==> src/rtl/dmem_pkg.sv <==
package dmem_pkg;
  localparam int BYTE_W = 8;
  localparam int ADDR_W = 8;
  localparam int POS_W  = 3;
  localparam int BANK_W = 2;
  localparam logic [ADDR_W-1:0] BIT_AREA_BASE = 8'h20;

  typedef enum logic [2:0] {
    K_REG = 3'd0,
    K_DIR = 3'd1,
    K_IND = 3'd2,
    K_BIT = 3'd3,
    K_EXT = 3'd4
  } kind_e;

  typedef enum logic [1:0] {
    SRC_ZERO = 2'd0,
    SRC_CORE = 2'd1,
    SRC_EXT  = 2'd2
  } src_e;

  typedef enum logic {
    ST_IDLE = 1'b0,
    ST_RMW  = 1'b1
  } st_e;

  // Register number n in bank b sits at byte b*8+n.
  function automatic logic [ADDR_W-1:0] bank_reg_addr(input logic [BANK_W-1:0] bank,
                                                      input logic [POS_W-1:0] n);
    return {3'b000, bank, n};
  endfunction

  // Bit address (below 80h) to the byte that contains it.
  function automatic logic [ADDR_W-1:0] bit_byte_addr(input logic [6:0] ba);
    return BIT_AREA_BASE + {4'b0000, ba[6:3]};
  endfunction

  // Replace one bit of a byte.
  function automatic logic [BYTE_W-1:0] put_bit(input logic [BYTE_W-1:0] b,
                                                input logic [POS_W-1:0] pos,
                                                input logic v);
    logic [BYTE_W-1:0] r;
    r = b;
    r[pos] = v;
    return r;
  endfunction
endpackage

==> src/rtl/dmem_ram.sv <==
module dmem_ram #(
  parameter int DATA_W = 8,
  parameter int ADDR_W = 8
) (
  input  logic              clk,
  input  logic              en,
  input  logic              we,
  input  logic [ADDR_W-1:0] addr,
  input  logic [DATA_W-1:0] wdata,
  output logic [DATA_W-1:0] rdata
);
  localparam int DEPTH = 1 << ADDR_W;

  logic [DATA_W-1:0] mem [DEPTH];

  // Read-before-write synchronous port; contents have no reset.
  always_ff @(posedge clk) begin
    if (en) begin
      if (we) mem[addr] <= wdata;
      rdata <= mem[addr];
    end
  end
endmodule

==> src/rtl/dmem_addr_map.sv <==
module dmem_addr_map
  import dmem_pkg::*;
(
  input  kind_e             kind,
  input  logic [ADDR_W-1:0] addr,
  input  logic [BANK_W-1:0] bank,
  output logic [ADDR_W-1:0] phys,
  output logic [POS_W-1:0]  bitpos,
  output logic              sfr_hit,
  output logic              core_byte,
  output logic              core_bit,
  output logic              ext_hit
);
  always_comb begin
    phys      = addr;
    bitpos    = addr[POS_W-1:0];
    sfr_hit   = 1'b0;
    core_byte = 1'b0;
    core_bit  = 1'b0;
    ext_hit   = 1'b0;
    case (kind)
      K_REG: begin
        phys      = bank_reg_addr(bank, addr[POS_W-1:0]);
        core_byte = 1'b1;
      end
      K_DIR: begin
        if (addr[ADDR_W-1]) sfr_hit = 1'b1;
        else core_byte = 1'b1;
      end
      K_IND: core_byte = 1'b1;
      K_BIT: begin
        if (addr[ADDR_W-1]) sfr_hit = 1'b1;
        else begin
          phys     = bit_byte_addr(addr[6:0]);
          core_bit = 1'b1;
        end
      end
      K_EXT: ext_hit = 1'b1;
      default: ;
    endcase
  end

  // a special-function-register hit never also targets RAM
  always_comb begin
    assert_sfr_exclusive_R6: assert (!(sfr_hit === 1'b1 && (core_byte || core_bit || ext_hit)));
  end
endmodule

==> src/rtl/dmem_ctrl.sv <==
module dmem_ctrl
  import dmem_pkg::*;
(
  input  logic              clk,
  input  logic              rst_n,
  input  logic              req_valid,
  input  logic              wr_en,
  input  logic [BYTE_W-1:0] wr_data,
  input  logic              bit_val,
  input  logic [ADDR_W-1:0] phys,
  input  logic [POS_W-1:0]  bitpos,
  input  logic              sfr_hit,
  input  logic              core_byte,
  input  logic              core_bit,
  input  logic              ext_hit,
  input  logic [BYTE_W-1:0] core_rdata,
  input  logic [BYTE_W-1:0] ext_rdata,
  output logic              core_en,
  output logic              core_we,
  output logic [ADDR_W-1:0] core_addr,
  output logic [BYTE_W-1:0] core_wdata,
  output logic              ext_en,
  output logic              ext_we,
  output logic              busy,
  output logic              done,
  output logic              sfr_sel,
  output logic [BYTE_W-1:0] rd_data,
  output logic              bit_out
);
  st_e               st;
  logic              accept;
  logic              start_rmw;
  logic [ADDR_W-1:0] addr_q;
  logic [POS_W-1:0]  pos_q;
  logic              val_q;
  logic              done_q;
  logic              sfr_q;
  src_e              src_q;

  assign accept    = req_valid && (st == ST_IDLE);
  assign start_rmw = accept && core_bit && wr_en;
  assign busy      = (st == ST_RMW);

  always_comb begin
    core_en    = 1'b0;
    core_we    = 1'b0;
    core_addr  = phys;
    core_wdata = wr_data;
    if (st == ST_RMW) begin
      core_en    = 1'b1;
      core_we    = 1'b1;
      core_addr  = addr_q;
      core_wdata = put_bit(core_rdata, pos_q, val_q);
    end else if (accept && (core_byte || core_bit)) begin
      core_en = 1'b1;
      core_we = wr_en && core_byte;
    end
  end

  assign ext_en = accept && ext_hit;
  assign ext_we = ext_en && wr_en;

  always_ff @(posedge clk or negedge rst_n) begin
    if (!rst_n) begin
      st     <= ST_IDLE;
      done_q <= 1'b0;
      sfr_q  <= 1'b0;
      src_q  <= SRC_ZERO;
      addr_q <= '0;
      pos_q  <= '0;
      val_q  <= 1'b0;
    end else begin
      done_q <= (accept && !start_rmw) || (st == ST_RMW);
      st     <= start_rmw ? ST_RMW : ST_IDLE;
      if (accept) begin
        sfr_q  <= sfr_hit;
        pos_q  <= bitpos;
        val_q  <= bit_val;
        addr_q <= phys;
        if (ext_hit) src_q <= SRC_EXT;
        else if (core_byte || core_bit) src_q <= SRC_CORE;
        else src_q <= SRC_ZERO;
      end
    end
  end

  always_comb begin
    case (src_q)
      SRC_CORE: rd_data = core_rdata;
      SRC_EXT:  rd_data = ext_rdata;
      default:  rd_data = '0;
    endcase
  end

  assign bit_out = (src_q == SRC_CORE) ? core_rdata[pos_q] : 1'b0;
  assign done    = done_q;
  assign sfr_sel = done_q && sfr_q;

  // the busy phase lasts one cycle and finishes with done
  assert_rmw_single_R4: assert property (@(posedge clk) disable iff (!rst_n)
    busy |=> (!busy && done));

  // write-back alters no bit other than the selected one
  assert_rmw_keep_R4: assert property (@(posedge clk) disable iff (!rst_n)
    busy |-> (((core_wdata ^ core_rdata) & ~(8'd1 << pos_q)) == 8'd0));

  // special-function-register hits never write RAM
  assert_sfr_no_write_R6: assert property (@(posedge clk) disable iff (!rst_n)
    (accept && sfr_hit) |-> (!core_we && !ext_we));

  // completion in special-function-register space returns zeros
  assert_sfr_zero_R6: assert property (@(posedge clk) disable iff (!rst_n)
    sfr_sel |-> (rd_data == 8'd0 && !bit_out));

  // anything other than a RAM bit write completes next cycle
  assert_done_latency_R9: assert property (@(posedge clk) disable iff (!rst_n)
    (accept && !start_rmw) |=> done);
endmodule

==> src/rtl/dmem_unit.sv <==
module dmem_unit
  import dmem_pkg::*;
(
  input  logic              clk,
  input  logic              rst_n,
  input  logic              req_valid,
  input  logic [2:0]        req_kind,
  input  logic [ADDR_W-1:0] req_addr,
  input  logic [BANK_W-1:0] bank_sel,
  input  logic              wr_en,
  input  logic [BYTE_W-1:0] wr_data,
  input  logic              bit_val,
  output logic              busy,
  output logic              done,
  output logic              sfr_sel,
  output logic [BYTE_W-1:0] rd_data,
  output logic              bit_out
);
  kind_e             kind;
  logic [ADDR_W-1:0] phys;
  logic [POS_W-1:0]  bitpos;
  logic              sfr_hit, core_byte, core_bit, ext_hit;
  logic              core_en, core_we, ext_en, ext_we;
  logic [ADDR_W-1:0] core_addr;
  logic [BYTE_W-1:0] core_wdata, core_rdata, ext_rdata;

  assign kind = kind_e'(req_kind);

  dmem_addr_map u_map (
    .kind      (kind),
    .addr      (req_addr),
    .bank      (bank_sel),
    .phys      (phys),
    .bitpos    (bitpos),
    .sfr_hit   (sfr_hit),
    .core_byte (core_byte),
    .core_bit  (core_bit),
    .ext_hit   (ext_hit)
  );

  dmem_ctrl u_ctrl (
    .clk        (clk),
    .rst_n      (rst_n),
    .req_valid  (req_valid),
    .wr_en      (wr_en),
    .wr_data    (wr_data),
    .bit_val    (bit_val),
    .phys       (phys),
    .bitpos     (bitpos),
    .sfr_hit    (sfr_hit),
    .core_byte  (core_byte),
    .core_bit   (core_bit),
    .ext_hit    (ext_hit),
    .core_rdata (core_rdata),
    .ext_rdata  (ext_rdata),
    .core_en    (core_en),
    .core_we    (core_we),
    .core_addr  (core_addr),
    .core_wdata (core_wdata),
    .ext_en     (ext_en),
    .ext_we     (ext_we),
    .busy       (busy),
    .done       (done),
    .sfr_sel    (sfr_sel),
    .rd_data    (rd_data),
    .bit_out    (bit_out)
  );

  dmem_ram #(.DATA_W(BYTE_W), .ADDR_W(ADDR_W)) u_core_ram (
    .clk   (clk),
    .en    (core_en),
    .we    (core_we),
    .addr  (core_addr),
    .wdata (core_wdata),
    .rdata (core_rdata)
  );

  dmem_ram #(.DATA_W(BYTE_W), .ADDR_W(ADDR_W)) u_ext_ram (
    .clk   (clk),
    .en    (ext_en),
    .we    (ext_we),
    .addr  (req_addr),
    .wdata (wr_data),
    .rdata (ext_rdata)
  );

  // register requests stay in the selected bank window
  assert_bank_window_R2: assert property (@(posedge clk) disable iff (!rst_n)
    (req_valid && !busy && kind == K_REG) |->
      (core_addr[7:5] == 3'b000 && core_addr[4:3] == bank_sel));

  // only external requests write the expanded RAM
  assert_ext_only_R8: assert property (@(posedge clk) disable iff (!rst_n)
    ext_we |-> (kind == K_EXT && req_valid));
endmodule

==> config.mk <==
export PLATFORM = sky130hd
export DESIGN_NAME = dmem_unit
export DESIGN_NICKNAME = d
export VERILOG_FILES = /design/src/rtl/dmem_pkg.sv /design/src/rtl/dmem_ram.sv /design/src/rtl/dmem_addr_map.sv /design/src/rtl/dmem_ctrl.sv /design/src/rtl/dmem_unit.sv
export SDC_FILE = /design/constraint.sdc
export NUM_CORES = 2
export LEC_CHECK = 0
export ABC_AREA = 0
export BUFFER_PORTS_ARGS = -buffer_cell sky130_fd_sc_hd__clkbuf_2
export CAP_MARGIN = 20
export CELL_PAD_IN_SITES_DETAIL_PLACEMENT = 0
export CELL_PAD_IN_SITES_GLOBAL_PLACEMENT = 2
export CORE_ASPECT_RATIO = 1.25
export CORE_MARGIN = 1.5
export CORE_UTILIZATION = 50
export CTS_CLUSTER_DIAMETER = 30
export DETAILED_ROUTE_END_ITERATION = 10
export PLACE_DENSITY_LB_ADDON = 0.05
export SETUP_SLACK_MARGIN = 0.2
export SYNTH_ARGS = -nofsm -noshare
export SYNTH_HDL_FRONTEND = slang
export SYNTH_SLANG_ARGS = --single-unit
==> constraint.sdc <==
create_clock -name clk -period 17.6 [get_ports clk]
set_input_delay 2.64 -clock clk [delete_from_list [all_inputs] [get_ports clk]]
set_output_delay 2.64 -clock clk [all_outputs]
set_load 0.03 [all_outputs]
# After elaboration in Yosys (flattened, before gate mapping)
# Memories as Yosys holds them, arrays and structs flattened. A register that Yosys moved wholly into a read port is not among the register bits.
# Index checks and enable logic that the tools add are counted.
# Widths: inputs -> output; s select.
[totals]
regBits = 17
inputBits = 26
elab_cells = 65
mem_bits_rw = 4096
n_memories = 2
[classes]
bitwise_logic = 1
mux = 30
n_eq_ne = 6
reduce_logical = 16
n_addsub = 1
magnitude_cmp = 2
[memory_table]
columns = ["name", "words", "word_bits", "read_ports", "rd_clocked_by_memory_dff", "write_ports", "line", "rtl"]
rows = [
  ["u_core_ram.mem", 256, 8, 1, 1, 1, "dmem_ram.sv:14", "logic [DATA_W-1:0] mem [DEPTH];"],
  ["u_ext_ram.mem", 256, 8, 1, 1, 1, "dmem_ram.sv:14", ""],
]
[op_table]
columns = ["operator", "n"]
rows = [
  ["$pmux 8 s2", 2],
  ["$mux 8", 3],
  ["$mux 1", 20],
  ["$logic_and 1x1->1", 10],
  ["$bwmux 8", 1],
  ["$add 6x4->7 const A", 1],
  ["$eq 3x2->1 const B", 2],
  ["$lt 3x4->1 const B", 1],
  ["$reduce_or 2->1", 2],
  ["$bmux 1 s3", 1],
  ["$demux 1 s3", 1],
  ["$eq 3x1->1 const B", 1],
  ["$eq 3x3->1 const B", 1],
  ["$ge 3x1->1 const B", 1],
  ["$logic_not 3->1", 1],
  ["$eq 2x1->1 const B", 1],
  ["$eq 2x2->1 const B", 1],
  ["$logic_or 1x1->1", 2],
  ["$mux 2", 1],
  ["$pmux 1 s2", 1],
  ["$logic_not 1->1", 1],
  ["$not 1->1", 1],
]

# Depth between registers and ports, before layout
[depth]
word_depth = 10
ltp_mapped = 14

# Hierarchy
# A second synthesis with hierarchy kept.
[unflattened]
hier_cells = 7225
hier_area_um2 = 158152.9
[modules_own_cells]
columns = ["mod", "area_per_inst_um2", "cells_per_inst", "instances"]
rows = [
  ["dmem_ram", 78363.9, 3525, 2],
  ["dmem_ctrl", 1252.5, 152, 1],
  ["dmem_addr_map", 172.7, 23, 1],
]

# Worst setup path before layout
# Ideal clock, no wire load.
[synth_timing]
path_type = "input -> register"
startpoint = "in wr_data[0]"
endpoint = "mem u_core_ram.mem[0][0], data pin"
path_slack_ns = 6.484
required_time_ns = 16.021
arrival_time_ns = 9.537
setup_time_ns = 1.579
path_buffers = 0
cell_stages = 2
path_cell_list = "nor2_1 a21oi_1"
[synth_between]
elab_chain_len = 1
[synth_rtl]
columns = ["item", "line", "rtl"]
rows = [
  ["start, declared", "dmem_unit.sv:11", "input logic [BYTE_W-1:0] wr_data,"],
  ["$mux 8", "dmem_ctrl.sv:49", "if (st == ST_RMW) begin"],
  ["net core_wdata[0]", "dmem_unit.sv:25", "logic [BYTE_W-1:0] core_wdata, core_rdata, ext_rdata;"],
  ["end, declared", "dmem_ram.sv:14", ""],
]
# The timed path passes the listed nets, and every way through them passes these cells.

# Worst setup path after layout
[layout_timing]
startpoint = "in req_addr[7]"
endpoint = "reg u_core_ram.rdata[6] (read register of u_core_ram.mem), data pin"
[layout_between]
elab_chain_len = 6
word_cells_on_any_way = 10
classes_between = "8 x mux; 2 x reduce/logical"
[layout_rtl]
columns = ["item", "line", "rtl"]
rows = [
  ["start, declared", "dmem_unit.sv:8", "input logic [ADDR_W-1:0] req_addr,"],
  ["$mux 1", "dmem_addr_map.sv:27, dmem_addr_map.sv:32", ""],
  ["$pmux 1 s2 / $mux 1 (equally long branches)", "dmem_addr_map.sv:21", "case (kind)"],
  ["$logic_or 1x1->1", "dmem_ctrl.sv:54", "end else if (accept && (core_byte || core_bit)) begin"],
  ["$logic_and 1x1->1", "dmem_ctrl.sv:54", ""],
  ["$mux 1", "dmem_ctrl.sv:54", ""],
  ["$mux 1", "dmem_ctrl.sv:49", ""],
  ["end, declared", "dmem_ram.sv:10", "output logic [DATA_W-1:0] rdata"],
]
# Several ways; a longest one is shown, not always the timed one.
# A chain may end at the register's enable or synchronous reset.

==> flow_metrics.tcl <==
set metrics [dict create \
    rsz0062_at_grt "no" \
    vias 92100 \
    path_max_fanout 50 \
    finalCriticalPeriod_ps 7990 \
    clk_latency_ps 1070 \
    hold_class "register to register" \
    setup_viol 0 \
    drive_gt1_share_pct 22.3 \
    holdPathEnd "u_ctrl.addr_q[6]" \
    cts_resized 0 \
    p_comb_share_pct 5.5 \
    finClkSkew_ps 41.4 \
    reg2reg_to "u_core_ram.rdata[6]" \
    place_area_sq_um 171000 \
    drtAntennaViolNets 0 \
    fin_area_sq_um 194000 \
    async_reset_ff_share_pct 0.412 \
    place.gp.congestion 0.837 \
    final.period_utilization_pct 45.4 \
    synth_edf_count 4112 \
    grt_pass1_vias 94100 \
    finalNonFillerCells 14200 \
    timing.setup.tns_ps 0 \
    netlist_instances 8956 \
    cts_tree "built" \
    nets 9227 \
    drc_errors 0 \
    cp-end-kind "register" \
    numCtsBuffers 688 \
    grt_pass1_wl_microns 691000 \
    yosysWarningCount 0 \
    synth_area_sq_um 166000 \
    peakVddDrop_uv 108 \
    hpwl_microns 283000 \
    worstHoldStart "u_ctrl.addr_q[6]" \
    hold_buffers 0 \
    n_fill_cell 24500 \
    antenna_found_initial 6 \
    netSwitchingPower_mw 5.86 \
    die_w_microns 518 \
    p_int_mw 20.0 \
    r2r_slack_ps 11110 \
    clock_path_buffers 4 \
    postSynthAreaPerCell_sq_um 18.5 \
    yosys_register_bits 4129 \
    status "finished, final reports clean" \
    start_kind "primary input" \
    synth_cell_types 60 \
    wl_per_cell_microns 34.2 \
    critical_path_class "primary input to register" \
    max_cap_violations 0 \
    worstPathRequired_ps 18340 \
    h-tree-depth 6 \
    reg2reg_from "u_ctrl.busy" \
    synth_ff_type "edfxtp_1" \
    drt-initial-drc-count 9760 \
    seq_area_frac_synth_pct 74.8 \
    cellPowerDensity_nw_per_um2 133 \
    routed_wl_microns 486000 \
    track_usage_pct 28.7 \
    io_buffers 37 \
    cts_sinks 4129 \
    ios 38 \
    hold_viol 0 \
    initial_utilization_pct 50.2 \
    dp_cells 12900 \
    grt_start_max_net_pins 196 \
    rows 236 \
    die_h_microns 647 \
    area_growth_pct 17.3 \
    core-area_sq_um 330000 \
    most-common-layout-cells "4112 x edfxtp_1, 694 x clkbuf_16, 654 x mux4_2" \
    final_common_cell "edfxtp_1" \
    fmax_mhz 125 \
    reg2reg_depth 13 \
    pwr-share-seq_pct 42.1 \
    whs_path_depth 2 \
    p_sw_share_pct 22.7 \
    cp.arrival_ps 8730 \
    slew_violations 0 \
    routed_via_density 6.49 \
    grt_overflow 0 \
    cts_root_buffer "clkbuf_16" \
    firstDrtPassIters 9 \
    slew_headroom_pct 17.8 \
    path_clk_slew_ps 50 \
    tightest_slew_ps 1220 \
    cts_setup_buffers 0 \
    dieArea_sq_um 335000 \
    p_leak_nw 61.3 \
    synth_fp_nets 8984 \
    pwr-share-clk_pct 52.4 \
]
critical path, stage by stage:
cell      delay (ps)
clkbuf_2          80
buf_4            230
nor4bb_2         980
mux2_2           510
mux2_2           520
nand2_4          730
buf_4            670
buf_4            590
o22ai_1          180
nor3_1           270
o21ai_0          210
nor3_1           880
nor4_1           120
per-stage QoR:
step | total power, mW | worst slack [ps] | hold slack (ps) | util (%)
final | 25.8 | 9610 | 486 | 58.9
after global routing | 26.4 | 9580 | 500 | 58.9
after CTS | 26.0 | 9720 | 486 | 58.9
after detailed placement | 12.5 | 8630 | 476 | 51.7
after global placement | 12.5 | 8600 | 463 | 51.7
after floorplan | 11.9 | 6480 | 442 | -
power by group through the flow:
stage | Combinational, mW | Sequential (mW) | Clock, mW
4_1_cts | 1.42 | 10.9 | 13.7
2_1_floorplan | 0.801 | 11.1 | 0
5_1_grt | 1.48 | 10.9 | 14.1
3_3_place_gp | 1.41 | 11.1 | 0
3_5_place_dp | 1.42 | 11.1 | 0
6_report | 1.41 | 10.9 | 13.5
worst max-delay path by stage:
stage           startpoint              endpoint  slack (ps)  depth (start not counted)
6_report       req_addr[7]   u_core_ram.rdata[6]        9610                         13
5_1_grt        req_addr[7]   u_core_ram.rdata[6]        9580                         13
4_1_cts        req_addr[7]   u_core_ram.rdata[2]        9720                         13
3_5_place_dp   req_addr[7]   u_core_ram.rdata[2]        8630                         13
3_3_place_gp   req_addr[7]   u_core_ram.rdata[2]        8600                         13
2_1_floorplan   wr_data[0]  u_core_ram.mem[0][0]        6480                          2
area by class of cell:
class	instances	area (sq um)	area share, %
inverters	14	52.6	0.0270
flip-flops and latches	4129	124000	63.8
diodes	5	12.5	0.00644
clock inverters	515	5960	3.07
well taps	4403	5510	2.83
repair buffers	246	2090	1.08
multi-input cells	4120	39200	20.2
clock buffers	761	17600	9.06
cells in the mapped netlist (51+ instances only):
cell         n  area (sq um)
a22oi_1    200          1500
buf_2      141           706
a21oi_1    384          1920
clkbuf_1   452          1700
a221oi_1   265          2320
a222oi_1   256          2560
a22o_1      72           631
nand2_1    295          1110
mux2i_1    498          4980
nor2_1     556          2090
edfxtp_1  4112        123000
o22ai_1    321          2010
a221o_1    138          1380
nor4_1      62           388
buf_1       83           312
a211oi_1    67           503
o21ai_0     51           255
mux4_2     654         14700
mux2_2      87           980
routing by layer:
layer	track usage (%)	wire, microns
met3	4.30	29100
met2	49.9	251000
met1	35.6	183000
met5	0	13
met4	12.8	23400
cell families (layout without fill, tap and decap cells):
family | count (synthesis) | count (layout) | share of synthesized area [%]
xor+xnor | 1 | 1 | 0.00529
other cells | 0 | 5 | 0
buf+inv | 707 | 1536 | 1.76
compound gates | 1833 | 1833 | 8.26
mux | 1242 | 1242 | 12.5
simple gates | 1042 | 1042 | 2.65
flops | 4129 | 4129 | 74.8
fa+ha+maj | 2 | 2 | 0.0151
registers in the layout, indices dropped and copies added, names as in the netlist:
name and cells:
u_core_ram.mem 2048, u_core_ram.rdata 8, u_ctrl.addr_q 8, u_ctrl.busy 1, u_ctrl.done 1, u_ctrl.pos_q 3, u_ctrl.sfr_q 1, u_ctrl.src_q 2
u_ctrl.val_q 1, u_ext_ram.mem 2048, u_ext_ram.rdata 8
No activity file was read; power rests on OpenSTA's default activity.
